--- src/rtl/bta_pkg.sv ---
package bta_pkg;

  typedef enum logic [1:0] {
    QW_IDLE  = 2'd0,
    QW_QUIET = 2'd1,
    QW_DRAIN = 2'd2
  } qwait_e;

  // Saturating increment: never exceeds lim.
  function automatic logic [15:0] sat_inc(input logic [15:0] v, input logic [15:0] lim);
    return (v >= lim) ? lim : v + 16'd1;
  endfunction

  // True when one more step lands on (or past) the limit.
  function automatic logic step_hits(input logic [15:0] v, input logic [15:0] lim);
    return (v + 16'd1) >= lim;
  endfunction

endpackage

--- src/rtl/bta_turnaround.sv ---
module bta_turnaround
  import bta_pkg::*;
#(
  parameter int TA_LIMIT = 18
) (
  input  logic clk,
  input  logic rst_n,
  input  logic bit_tick,
  input  logic tx_eop_end,
  input  logic rx_sop,
  output logic ta_armed,
  output logic ta_timeout
);

  localparam int CW = $clog2(TA_LIMIT + 1);

  logic [CW-1:0] cnt_q;
  logic          armed_q;
  logic          to_q;

  // Named internal events
  logic ta_start, ta_stop, ta_step, ta_expire;
  assign ta_start  = tx_eop_end;
  assign ta_stop   = armed_q & rx_sop;
  assign ta_step   = armed_q & bit_tick & ~rx_sop;
  assign ta_expire = ta_step & step_hits(16'(cnt_q), 16'(TA_LIMIT));

  always_ff @(posedge clk) begin
    if (!rst_n) begin
      cnt_q   <= '0;
      armed_q <= 1'b0;
      to_q    <= 1'b0;
    end else if (ta_start) begin
      cnt_q   <= '0;
      armed_q <= 1'b1;
      to_q    <= 1'b0;
    end else if (ta_stop) begin
      armed_q <= 1'b0;
    end else if (ta_step) begin
      cnt_q <= CW'(sat_inc(16'(cnt_q), 16'(TA_LIMIT)));
      if (ta_expire) begin
        armed_q <= 1'b0;
        to_q    <= 1'b1;
      end
    end
  end

  assign ta_armed   = armed_q;
  assign ta_timeout = to_q;

  AST_TA_SATURATES: assert property (@(posedge clk) disable iff (!rst_n)
    32'(cnt_q) <= TA_LIMIT);

  AST_TIMEOUT_AT_LIMIT: assert property (@(posedge clk) disable iff (!rst_n)
    $rose(to_q) |-> (32'(cnt_q) == TA_LIMIT));

  AST_SOP_STOPS: assert property (@(posedge clk) disable iff (!rst_n)
    (armed_q && rx_sop && !tx_eop_end) |=> (!armed_q && !to_q));

  AST_NO_TICK_HOLDS: assert property (@(posedge clk) disable iff (!rst_n)
    (!bit_tick && !tx_eop_end) |=> $stable(cnt_q));

endmodule

--- src/rtl/bta_quiet.sv ---
module bta_quiet
  import bta_pkg::*;
#(
  parameter int QUIET_BITS = 16
) (
  input  logic clk,
  input  logic rst_n,
  input  logic bit_tick,
  input  logic rx_eop_end,
  input  logic rx_bad,
  input  logic bus_edge,
  output logic qw_busy,
  output logic qw_drain
);

  localparam int QW = $clog2(QUIET_BITS + 1);

  qwait_e        st_q;
  logic [QW-1:0] qcnt_q;

  // Named internal events
  logic qw_enter, qw_break, qw_step, qw_done;
  assign qw_enter = rx_eop_end & (rx_bad | (st_q == QW_DRAIN));
  assign qw_break = (st_q == QW_QUIET) & bus_edge;
  assign qw_step  = (st_q == QW_QUIET) & bit_tick & ~bus_edge;
  assign qw_done  = qw_step & step_hits(16'(qcnt_q), 16'(QUIET_BITS));

  always_ff @(posedge clk) begin
    if (!rst_n) begin
      st_q   <= QW_IDLE;
      qcnt_q <= '0;
    end else if (qw_enter) begin
      st_q   <= QW_QUIET;
      qcnt_q <= '0;
    end else if (qw_break) begin
      st_q <= QW_DRAIN;
    end else if (qw_step) begin
      qcnt_q <= QW'(sat_inc(16'(qcnt_q), 16'(QUIET_BITS)));
      if (qw_done) st_q <= QW_IDLE;
    end
  end

  assign qw_busy  = (st_q != QW_IDLE);
  assign qw_drain = (st_q == QW_DRAIN);

  AST_EDGE_DRAINS: assert property (@(posedge clk) disable iff (!rst_n)
    ((st_q == QW_QUIET) && bus_edge && !rx_eop_end) |=> (st_q == QW_DRAIN));

  AST_DRAIN_HOLDS: assert property (@(posedge clk) disable iff (!rst_n)
    ((st_q == QW_DRAIN) && !rx_eop_end) |=> (st_q == QW_DRAIN));

  AST_DRAIN_RESTART: assert property (@(posedge clk) disable iff (!rst_n)
    ((st_q == QW_DRAIN) && rx_eop_end) |=> ((st_q == QW_QUIET) && (qcnt_q == '0)));

  AST_GOOD_NO_WAIT: assert property (@(posedge clk) disable iff (!rst_n)
    ((st_q == QW_IDLE) && rx_eop_end && !rx_bad) |=> (st_q == QW_IDLE));

  AST_QUIET_BOUND: assert property (@(posedge clk) disable iff (!rst_n)
    32'(qcnt_q) < QUIET_BITS || st_q != QW_QUIET);

endmodule

--- src/rtl/bta_timer.sv ---
module bta_timer
  import bta_pkg::*;
#(
  parameter int TA_LIMIT   = 18,
  parameter int QUIET_BITS = 16
) (
  input  logic clk,
  input  logic rst_n,
  input  logic bit_tick,
  input  logic tx_eop_end,
  input  logic rx_sop,
  input  logic rx_eop_end,
  input  logic rx_bad,
  input  logic bus_edge,
  output logic ta_timeout,
  output logic tok_ok,
  output logic drain_wait
);

  logic ta_armed;
  logic qw_busy;
  logic qw_drain;

  bta_turnaround #(.TA_LIMIT(TA_LIMIT)) u_ta (
    .clk       (clk),
    .rst_n     (rst_n),
    .bit_tick  (bit_tick),
    .tx_eop_end(tx_eop_end),
    .rx_sop    (rx_sop),
    .ta_armed  (ta_armed),
    .ta_timeout(ta_timeout)
  );

  bta_quiet #(.QUIET_BITS(QUIET_BITS)) u_qw (
    .clk       (clk),
    .rst_n     (rst_n),
    .bit_tick  (bit_tick),
    .rx_eop_end(rx_eop_end),
    .rx_bad    (rx_bad),
    .bus_edge  (bus_edge),
    .qw_busy   (qw_busy),
    .qw_drain  (qw_drain)
  );

  assign tok_ok     = ~ta_armed & ~qw_busy;
  assign drain_wait = qw_drain;

  AST_TX_GATES_TOKEN: assert property (@(posedge clk) disable iff (!rst_n)
    tx_eop_end |=> !tok_ok);

  AST_BAD_GATES_TOKEN: assert property (@(posedge clk) disable iff (!rst_n)
    (rx_eop_end && rx_bad) |=> !tok_ok);

  AST_TIMEOUT_OPENS: assert property (@(posedge clk) disable iff (!rst_n)
    ($rose(ta_timeout) && !qw_busy) |-> tok_ok);

endmodule

--- config.mk ---
export PLATFORM = sky130hd
export DESIGN_NAME = bta_timer
export DESIGN_NICKNAME = d
export VERILOG_FILES = /design/src/rtl/bta_pkg.sv /design/src/rtl/bta_turnaround.sv /design/src/rtl/bta_quiet.sv /design/src/rtl/bta_timer.sv
export SDC_FILE = /design/constraint.sdc
export NUM_CORES = 1
export LEC_CHECK = 0
export CAP_MARGIN = 20
export CORE_UTILIZATION = 50
export DETAILED_ROUTE_END_ITERATION = 10
export DONT_BUFFER_PORTS = 1
export GPL_TIMING_DRIVEN = 0
export PLACE_DENSITY = 0.68
export SETUP_SLACK_MARGIN = 0.4
export SYNTH_ARGS = -nofsm -noshare
export SYNTH_HDL_FRONTEND = slang
export SYNTH_SLANG_ARGS = --single-unit
--- constraint.sdc ---
create_clock -name clk -period 4.9 [get_ports clk]
set_clock_uncertainty 0.2 [all_clocks]
set_input_delay 0.98 -clock clk [delete_from_list [all_inputs] [get_ports clk]]
set_output_delay 0.98 -clock clk [all_outputs]
set_load 0.05 [all_outputs]
==> impl_metrics.yaml, run 1 <==
setup_path:
  worstRegToRegCells: 4
  path_max_fanout: 5
  cp.required_ns: 3.72
  r2r_slack_ns: 2.89
  cp-end-kind: "output pin"
  slowest_stage: "nor2b_1"
  start_kind: "flip-flop"
  cp_top_family: "simple AND/OR/NAND/NOR gates"
  cp_num_buf_inv: 0
  worstPathCellList: "nor2b_1"
  worstPathArrival_ns: 1.45
  path_class: "reg -> out"
  critPathMaxStageDelay_ns: 0.78
  r2r_start: "u_qw.st_q[1]$_SDFFE_PP0P_"
  r2r-end: "u_qw.qcnt_q[0]$_SDFFE_PP0P_"
global_route:
  gr-total-overflow: 0
  track_usage_pct: 17.60
  grt_pass1_vias: 576
  antenna_found_initial: 0
  grt_max_degree: 11
  grt_pass1_wl_um: 2428
floorplan:
  die_area_um2: 1731
  die_w_um: 41.61
  core-area_um2: 1383
  num_rows: 13
  initial_core_util_pct: 56.74
  fp.dieH_um: 41.61
  ios: 11
yosys:
  synth_fa_ha_area_share_pct: 7.974
  synth_edf_count: 0
  ys_async_sr_fraction_pct: 0
  syn_area_um2: 784.5
  synthTopCellsByCount: "14 x dfxtp_1, 14 x nor2_1, 7 x a21oi_1, 7 x nand2_1, 6 x inv_1"
  synthFlopType: "dfxtp_1"
  ys_ff_latch: 14
  syn_inst: 96
  ys_warn_count: 0
  ys_top_cells_by_area: "dfxtp_1 36%, ha_1 8.0%, nor2_1 6.7%"
  avgSynthCellArea_um2: 8.172
  synth_top_family_by_area: "simple AND/OR/NAND/NOR gates"
  synth_compound_area_share_pct: 18.18
  synth_simple_gate_area_share_pct: 30.62
  synth_top_cell_by_area: "dfxtp_1"
  syn_nets: 109
  synth_cell_type_count: 32
  yosysSeqAreaShare_pct: 35.73
  synth_top_area_share_pct: 35.73
  synthMuxAreaShare_pct: 0
  synth-xor-area-share_pct: 3.349
detailed_routing:
  via_count: 659
  drtPass1Iterations: 4
  wire_per_inst_um: 12.10
  first_iter_violations: 23
  ant_nets: 0
  drc_errors: 0
  routed_wl_um: 1404
  vias_per_cell: 5.681
timing:
  setup_ws_ns: 2.274
  timing.final.crit_share_pct: 53.59
  grt_setup_unrepaired: "false"
  finalHoldViolCount: 0
  fin_crit_ns: 2.626
  max_freq_mhz: 380.8
  slew_viol_final: 0
  setup_viol: 0
  finalSetupTns_ns: 0
  worstMarginPinSlew_ns: 0.9606
  slew_headroom_pct: 35.83
clock_tree:
  clk_pin_slew_worst_paths_ns: 0.09
  cts_hold_buf: 0
  cts-resized-gates: 0
  cts_tree: "done"
  clockBufferDepth: 2
  post-cts-setup-buffers: 0
  clk_latency_ns: 0.28
  clock_sinks: 14
  cts-buffers-inserted: 3
  clockRootBuffer: "clkbuf_4"
  cts_htree_levels: 1
finish:
  final_util_pct: 61.27
  drive_gt1_share_pct: 7.921
  regArea_um2: 280.3
  synthToLayoutAreaGrowth_pct: 7.974
  diodes: 0
  finalNetCount: 115
  fillers: 137
  multi_input_area_um2: 471.7
  design_area_um2: 847.1
min_path:
  holdPathStages: 2
  whs_endpoint: "u_qw.qcnt_q[3]$_SDFFE_PP0P_"
  hold_class: "reg -> reg"
  hp-start: "u_qw.qcnt_q[3]$_SDFFE_PP0P_"
place:
  place_area_um2: 810.8
  pre_cts_ws_ns: 2.582
  routabilityCongestion: 0.8761
  port-buffer-count: 0
  hpwl_um: 1026
pwr:
  cellLeakagePower_nw: 0.3172
  ir_drop_v: 0.0001477
  powerDensity_nw_per_um2: 258.2
  total_power_mw: 0.2187
job:
  maxCapViolations: 0
outcome:
  outcome: "complete, no violations"
[worst max path at each step]
stage,startpoint,endpoint,slack [ns],cells after the start
finish,u_qw.st_q[1]$_SDFFE_PP0P_,drain_wait,2.27,1
global route,u_qw.st_q[1]$_SDFFE_PP0P_,drain_wait,2.23,1
CTS,u_qw.st_q[1]$_SDFFE_PP0P_,drain_wait,2.27,1
detailed placement,u_qw.st_q[1]$_SDFFE_PP0P_,drain_wait,2.58,1
global placement,u_qw.st_q[0]$_SDFFE_PN0P_,tok_ok,2.28,1
floorplan,u_qw.st_q[0]$_SDFFE_PN0P_,tok_ok,2.31,1
[sequential cells by signal, indices dropped and copies added, names as in the netlist]
name and cells:
u_ta.ta_timeout 1, u_ta.cnt_q 5, u_qw.st_q 2, u_ta.ta_armed 1
u_qw.qcnt_q 5
[per-layer routing]
layer / vias to the layer above / GRT usage [%] / part of all wire [%]
met5: - / 0 / 0
met4: 0 / 3.871 / 0.93
met3: 2 / 3.913 / 6.1
met2: 18 / 25.94 / 40
met1: 289 / 26.16 / 52
li1: 350 / - / -
[per-stage QoR]
stage / hold slack [ns] / std cells
final: 0.3006 / 116
after global routing: 0.3512 / 116
after CTS: 0.3035 / 116
after detailed placement: 0.2928 / 112
after global placement: 0.2805 / 111
after floorplan: 0.2645 / 96
[cell usage in the layout, fill, tap and decap left out, types with 3 or more instances in the layout]
cell type,instances
nand2b_1,3
inv_1,6
dfxtp_1,14
nand3_1,4
o21ai_0,4
clkbuf_4,3
ha_1,5
nor2b_1,3
nor2_1,14
nand2_1,7
a21oi_1,7
[area by class of cell]
class                      count  area share [%]
multi-input combinational     74           55.69
sequential                    14           33.09
clock buffer                   4           4.284
inverter                       6           2.659
tap                           15           2.216
buffer                         2           1.182
timing repair buffer           1          0.8863
[cells by family after synthesis]
logic type	after synthesis
and+or+nand+nor	44
AOI/OAI and AO/OA	22
adders and majority gates	5
xor gates and xnor gates	3
buffers and inverters	8
DFF	14
[where the power goes]
group,internal (mW),total [mW],switching (mW)
clock,0.0452,0.0852,0.0399
combinational,0.00583,0.0163,0.0104
sequential,0.115,0.117,0.00183
total,0.166,0.219,0.0522
Note: power is estimated with default switching activity, not from simulation.
==> inputs of run 2 (changes only) <==
Clock period 4.9 ns to 2.6 ns, I/O delays scaled along.
==> impl_metrics.yaml, run 2 (synthesized netlist as in run 1, its figures left out) <==
outcome:
  outcome: "complete, no violations"
setup_path:
  cp_top_family: "simple AND/OR/NAND/NOR gates"
  worstPathCellList: "nor2b_2"
  worstPathArrival_ns: 1.20
  start_kind: "flip-flop"
  cp-end-kind: "output pin"
  path_class: "reg -> out"
  cp.required_ns: 1.88
  critPathMaxStageDelay_ns: 0.53
  slowest_stage: "nor2b_2"
  path_max_fanout: 5
  cp_num_buf_inv: 0
clock_tree:
  clockBufferDepth: 2
  clock_sinks: 14
  cts-buffers-inserted: 3
  post-cts-setup-buffers: 0
  clockRootBuffer: "clkbuf_4"
  cts_tree: "done"
  clk_latency_ns: 0.28
  cts_htree_levels: 1
  clk_pin_slew_worst_paths_ns: 0.09
floorplan:
  num_rows: 13
  ios: 11
  initial_core_util_pct: 56.74
  die_w_um: 41.61
  core-area_um2: 1383
  fp.dieH_um: 41.61
  die_area_um2: 1731
pwr:
  ir_drop_v: 0.0002785
  seq_power_share_pct: 53.6
  clkPwrFrac_pct: 38.9
  pwr-share-comb_pct: 7.5
  p_sw_mw: 0.09867
  switching_share_pct: 23.92
  intPower_mw: 0.3139
  powerDensity_nw_per_um2: 485.6
  cellLeakagePower_nw: 0.3172
detailed_routing:
  first_iter_violations: 23
  via_count: 666
  ant_nets: 0
  drtPass1Iterations: 4
  wire_per_inst_um: 12.24
  vias_per_cell: 5.741
  drc_errors: 0
  routed_wl_um: 1420
place:
  routabilityCongestion: 0.8761
  hpwl_um: 1026
  port-buffer-count: 0
timing:
  max_freq_mhz: 521.8
  setup_viol: 0
  worstMarginPinSlew_ns: 0.5706
  finalSetupTns_ns: 0
  finalHoldViolCount: 0
  slew_viol_final: 0
  timing.final.crit_share_pct: 73.71
  grt_setup_unrepaired: "false"
  fin_crit_ns: 1.916
  slew_headroom_pct: 61.79
finish:
  finalNetCount: 115
  regArea_um2: 280.3
  multi_input_area_um2: 474.2
  largestRegisters: "u_qw.qcnt_q x5, u_ta.cnt_q x5, u_qw.st_q x2"
  fillers: 138
  diodes: 0
  final_util_pct: 61.45
  synthToLayoutAreaGrowth_pct: 8.294
  drive_gt1_share_pct: 8.911
  layout_common_cells: "14 x nor2_1, 14 x dfxtp_1, 7 x nand2_1, 7 x a21oi_1, 6 x inv_1"
job:
  maxCapViolations: 0
global_route:
  gr-total-overflow: 0
  grt_pass1_wl_um: 2428
  antenna_found_initial: 0
  track_usage_pct: 17.60
  grt_pass1_vias: 576
  grt_max_degree: 11
min_path:
  hold_class: "in -> reg"
-- run 2: cell types whose count changed in the layout (fill, tap and decap cells not counted) --
| cell | delta |
|---|---|
| nor2b_2 | +1 |
| nor2b_1 | -1 |
-- run 2: layout make-up --
class,instances,area share (%)
multi-input cells,74,55.82
inverters,6,2.651
clock buffers,4,4.271
plain buffers,2,1.178
repair buffers,1,0.8837
flip-flops and latches,14,32.99
well taps,15,2.209
-- run 2: layer usage --
metal  part of all wire (%)  track usage, %
met4                   0.92           3.871
met1                     52           26.16
met3                    5.7           3.913
met2                     41           25.94
met5                      0               0
-- run 2: what timing repair did --
item	CTS	global route
hold buffers	0	0
setup endpoints to repair	0	1
resized for setup	0	1
-- run 2: worst paths after layout --
kind	from	endpoint	slack, ns	depth (start not counted)
max reg2reg	u_ta.cnt_q[0]$_SDFFE_PP0P_	u_ta.cnt_q[2]$_SDFFE_PP0P_	0.86	6
min	rst_n	u_qw.st_q[0]$_SDFFE_PN0P_	0.18	1
max	u_qw.st_q[1]$_SDFFE_PP0P_	drain_wait	0.68	1
min reg2reg	u_qw.qcnt_q[3]$_SDFFE_PP0P_	u_qw.qcnt_q[3]$_SDFFE_PP0P_	0.30	2
-- run 2: power groups by stage --
stage / sequential [mW] / combinational, mW / clock (mW)
2_1_floorplan: 0.225 / 0.0249 / 0
3_3_place_gp: 0.226 / 0.0281 / 0
3_5_place_dp: 0.226 / 0.0306 / 0
4_1_cts: 0.221 / 0.0308 / 0.163
5_1_grt: 0.222 / 0.0342 / 0.170
6_report: 0.221 / 0.0309 / 0.161
-- run 2: metrics by stage --
step | cells | hold slack, ns | cell area (um^2) | total power, mW | setup WS [ns]
finish | 116 | 0.1769 | 849.6 | 0.4126 | 0.6836
global route | 116 | 0.1779 | 849.6 | 0.4263 | 0.6334
CTS | 116 | 0.1760 | 847.1 | 0.4151 | 0.4264
detailed placement | 112 | 0.2928 | 810.8 | 0.2567 | 0.5956
global placement | 111 | 0.2805 | 803.3 | 0.2540 | 0.4435
floorplan | 96 | 0.2645 | 784.5 | 0.2502 | 0.4739
==> inputs of run 3 (changes only) <==
Settings changed: PLACE_DENSITY 0.68 to 0.71.
Clock period 2.6 ns to 1.7 ns, I/O delays scaled along.
==> impl_metrics.yaml, run 3 (synthesized netlist as in run 1, its figures left out) <==
finish:
  largestRegisters: "u_qw.qcnt_q x5, u_ta.cnt_q x5, u_qw.st_q x2"
  finalNetCount: 133
  drive_gt1_share_pct: 47.06
  layout_commonest_cell: "nor2_1"
  diodes: 0
  layout_common_cells: "13 x nor2_1, 11 x buf_4, 9 x buf_6"
  synthToLayoutAreaGrowth_pct: 53.75
  final_util_pct: 87.24
  fillers: 69
  stdcell_count: 134
timing:
  max_freq_mhz: 592.8
  worstMarginPinSlew_ns: 0.5297
  slew_headroom_pct: 64.57
  finalSetupTns_ns: 0
  setup_viol: 0
  grt_setup_unrepaired: "true"
  holdWs_ns: 0.001201
  timing.final.crit_share_pct: 99.23
  fin_crit_ns: 1.687
  finalHoldViolCount: 0
  slew_viol_final: 0
global_route:
  grt_pass1_wl_um: 3539
  gr-total-overflow: 0
  grt_max_degree: 9
  track_usage_pct: 26.79
  grt_pass1_vias: 796
  antenna_found_initial: 0
setup_path:
  slowest_stage: "o41a_1"
  cp.required_ns: 1.73
  cp-end-kind: "flip-flop"
  path_class: "reg -> reg"
  path_max_fanout: 3
  worstPathArrival_ns: 1.72
  start_kind: "flip-flop"
  cp_num_buf_inv: 1
  critPathMaxStageDelay_ns: 0.38
  worstPathCellList: "inv_4 -> ha_4 -> o41a_1 -> nor2_2 -> a22oi_1 -> nor2_1"
  cp_top_family: "compound AO/OA/AOI/OAI gates"
detailed_routing:
  routed_wl_um: 2249
  vias_per_cell: 5.978
  first_iter_violations: 14
  ant_nets: 0
  drc_errors: 0
  via_count: 801
  drtPass1Iterations: 4
  wire_per_inst_um: 16.78
floorplan:
  die_area_um2: 1731
  die_w_um: 41.61
  initial_core_util_pct: 56.74
  num_rows: 13
  ios: 11
  core-area_um2: 1383
  fp.dieH_um: 41.61
clock_tree:
  clock_sinks: 14
  clockRootBuffer: "clkbuf_4"
  cts_htree_levels: 1
  clk_pin_slew_worst_paths_ns: 0.09
  cts_tree: "done"
  cts-buffers-inserted: 3
  clockBufferDepth: 2
  clk_latency_ns: 0.29
place:
  dp.cells: 111
  port-buffer-count: 0
  routabilityCongestion: 0.8462
  hpwl_um: 1161
pwr:
  total_power_mw: 0.6605
  powerDensity_nw_per_um2: 547.6
  ir_drop_v: 0.0003963
  cellLeakagePower_nw: 0.4413
job:
  maxCapViolations: 0
min_path:
  hold_class: "in -> reg"
outcome:
  outcome: "complete, no violations"
[run 3: cell types whose count changed in the layout (fill, tap and decap cells not counted), sizes merged]
cell / before / now
dlygate4sd3: 0 / 1
buf: 3 / 20
[run 3: per-layer routing]
layer  vias up  GRT usage (%)  share of wire (%)
met3        10          5.652                7.9
li1        389              -                  -
met2        36          45.31                 45
met4         0          9.032                2.5
met5         -              0                  0
met1       366          33.61                 44
[run 3: final cells by class]
cell class / count / area (um^2) / share of cell area [%]
Buffer: 2 / 22.52 / 1.867
Inverter: 6 / 25.02 / 2.075
Timing Repair Buffer: 19 / 171.4 / 14.21
Clock buffer: 4 / 36.28 / 3.008
Sequential cell: 14 / 304.0 / 25.21
Multi-Input combinational cell: 74 / 628.1 / 52.07
Tap cell: 15 / 18.77 / 1.556
[run 3: path summary, 6_finish.rpt]
path	start	to	slack, ns	cells after the start
setup / recovery	u_ta.cnt_q[0]$_SDFFE_PP0P_	u_ta.cnt_q[3]$_SDFFE_PP0P_	0.01	6
hold / removal	bus_edge	u_qw.st_q[1]$_SDFFE_PP0P_	0.001	2
setup reg to reg	u_ta.cnt_q[0]$_SDFFE_PP0P_	u_ta.cnt_q[3]$_SDFFE_PP0P_	0.01	6
hold reg to reg	u_qw.qcnt_q[3]$_SDFFE_PP0P_	u_qw.qcnt_q[3]$_SDFFE_PP0P_	0.32	2
[run 3: metrics by stage]
| step | setup WS [ns] | area [um^2] |
|---|---|---|
| floorplan | 0.1690 | 880.8 |
| global placement | 0.1335 | 899.6 |
| detailed placement | 0.07928 | 899.6 |
| global route | -0.01373 | 1206 |
| CTS | 0.02994 | 1144 |
| finish | 0.01314 | 1206 |
[run 3: worst register-to-register path: stages, from the launching register on]
cell and delay (ns):
dfxtp_4 0.37, inv_4 0.04, ha_4 0.14, o41a_1 0.38, nor2_2 0.23, a22oi_1 0.13, nor2_1 0.13
[run 3: repair_timing]
action / in CTS / in global routing
setup endpoints to repair: 16 / 16
hold endpoints to repair: 1 / 0
gates resized for setup: 24 / 6
hold buffers: 1 / 0
buffers inserted: 14 / 4
pin swaps: 10 / 11
[run 3: power by group]
group | leakage (nW) | switching, mW | internal [mW]
Clock | 0.0210 | 0.121 | 0.131
Sequential | 0.119 | 0.00722 | 0.325
Combinational | 0.302 | 0.0429 | 0.0331
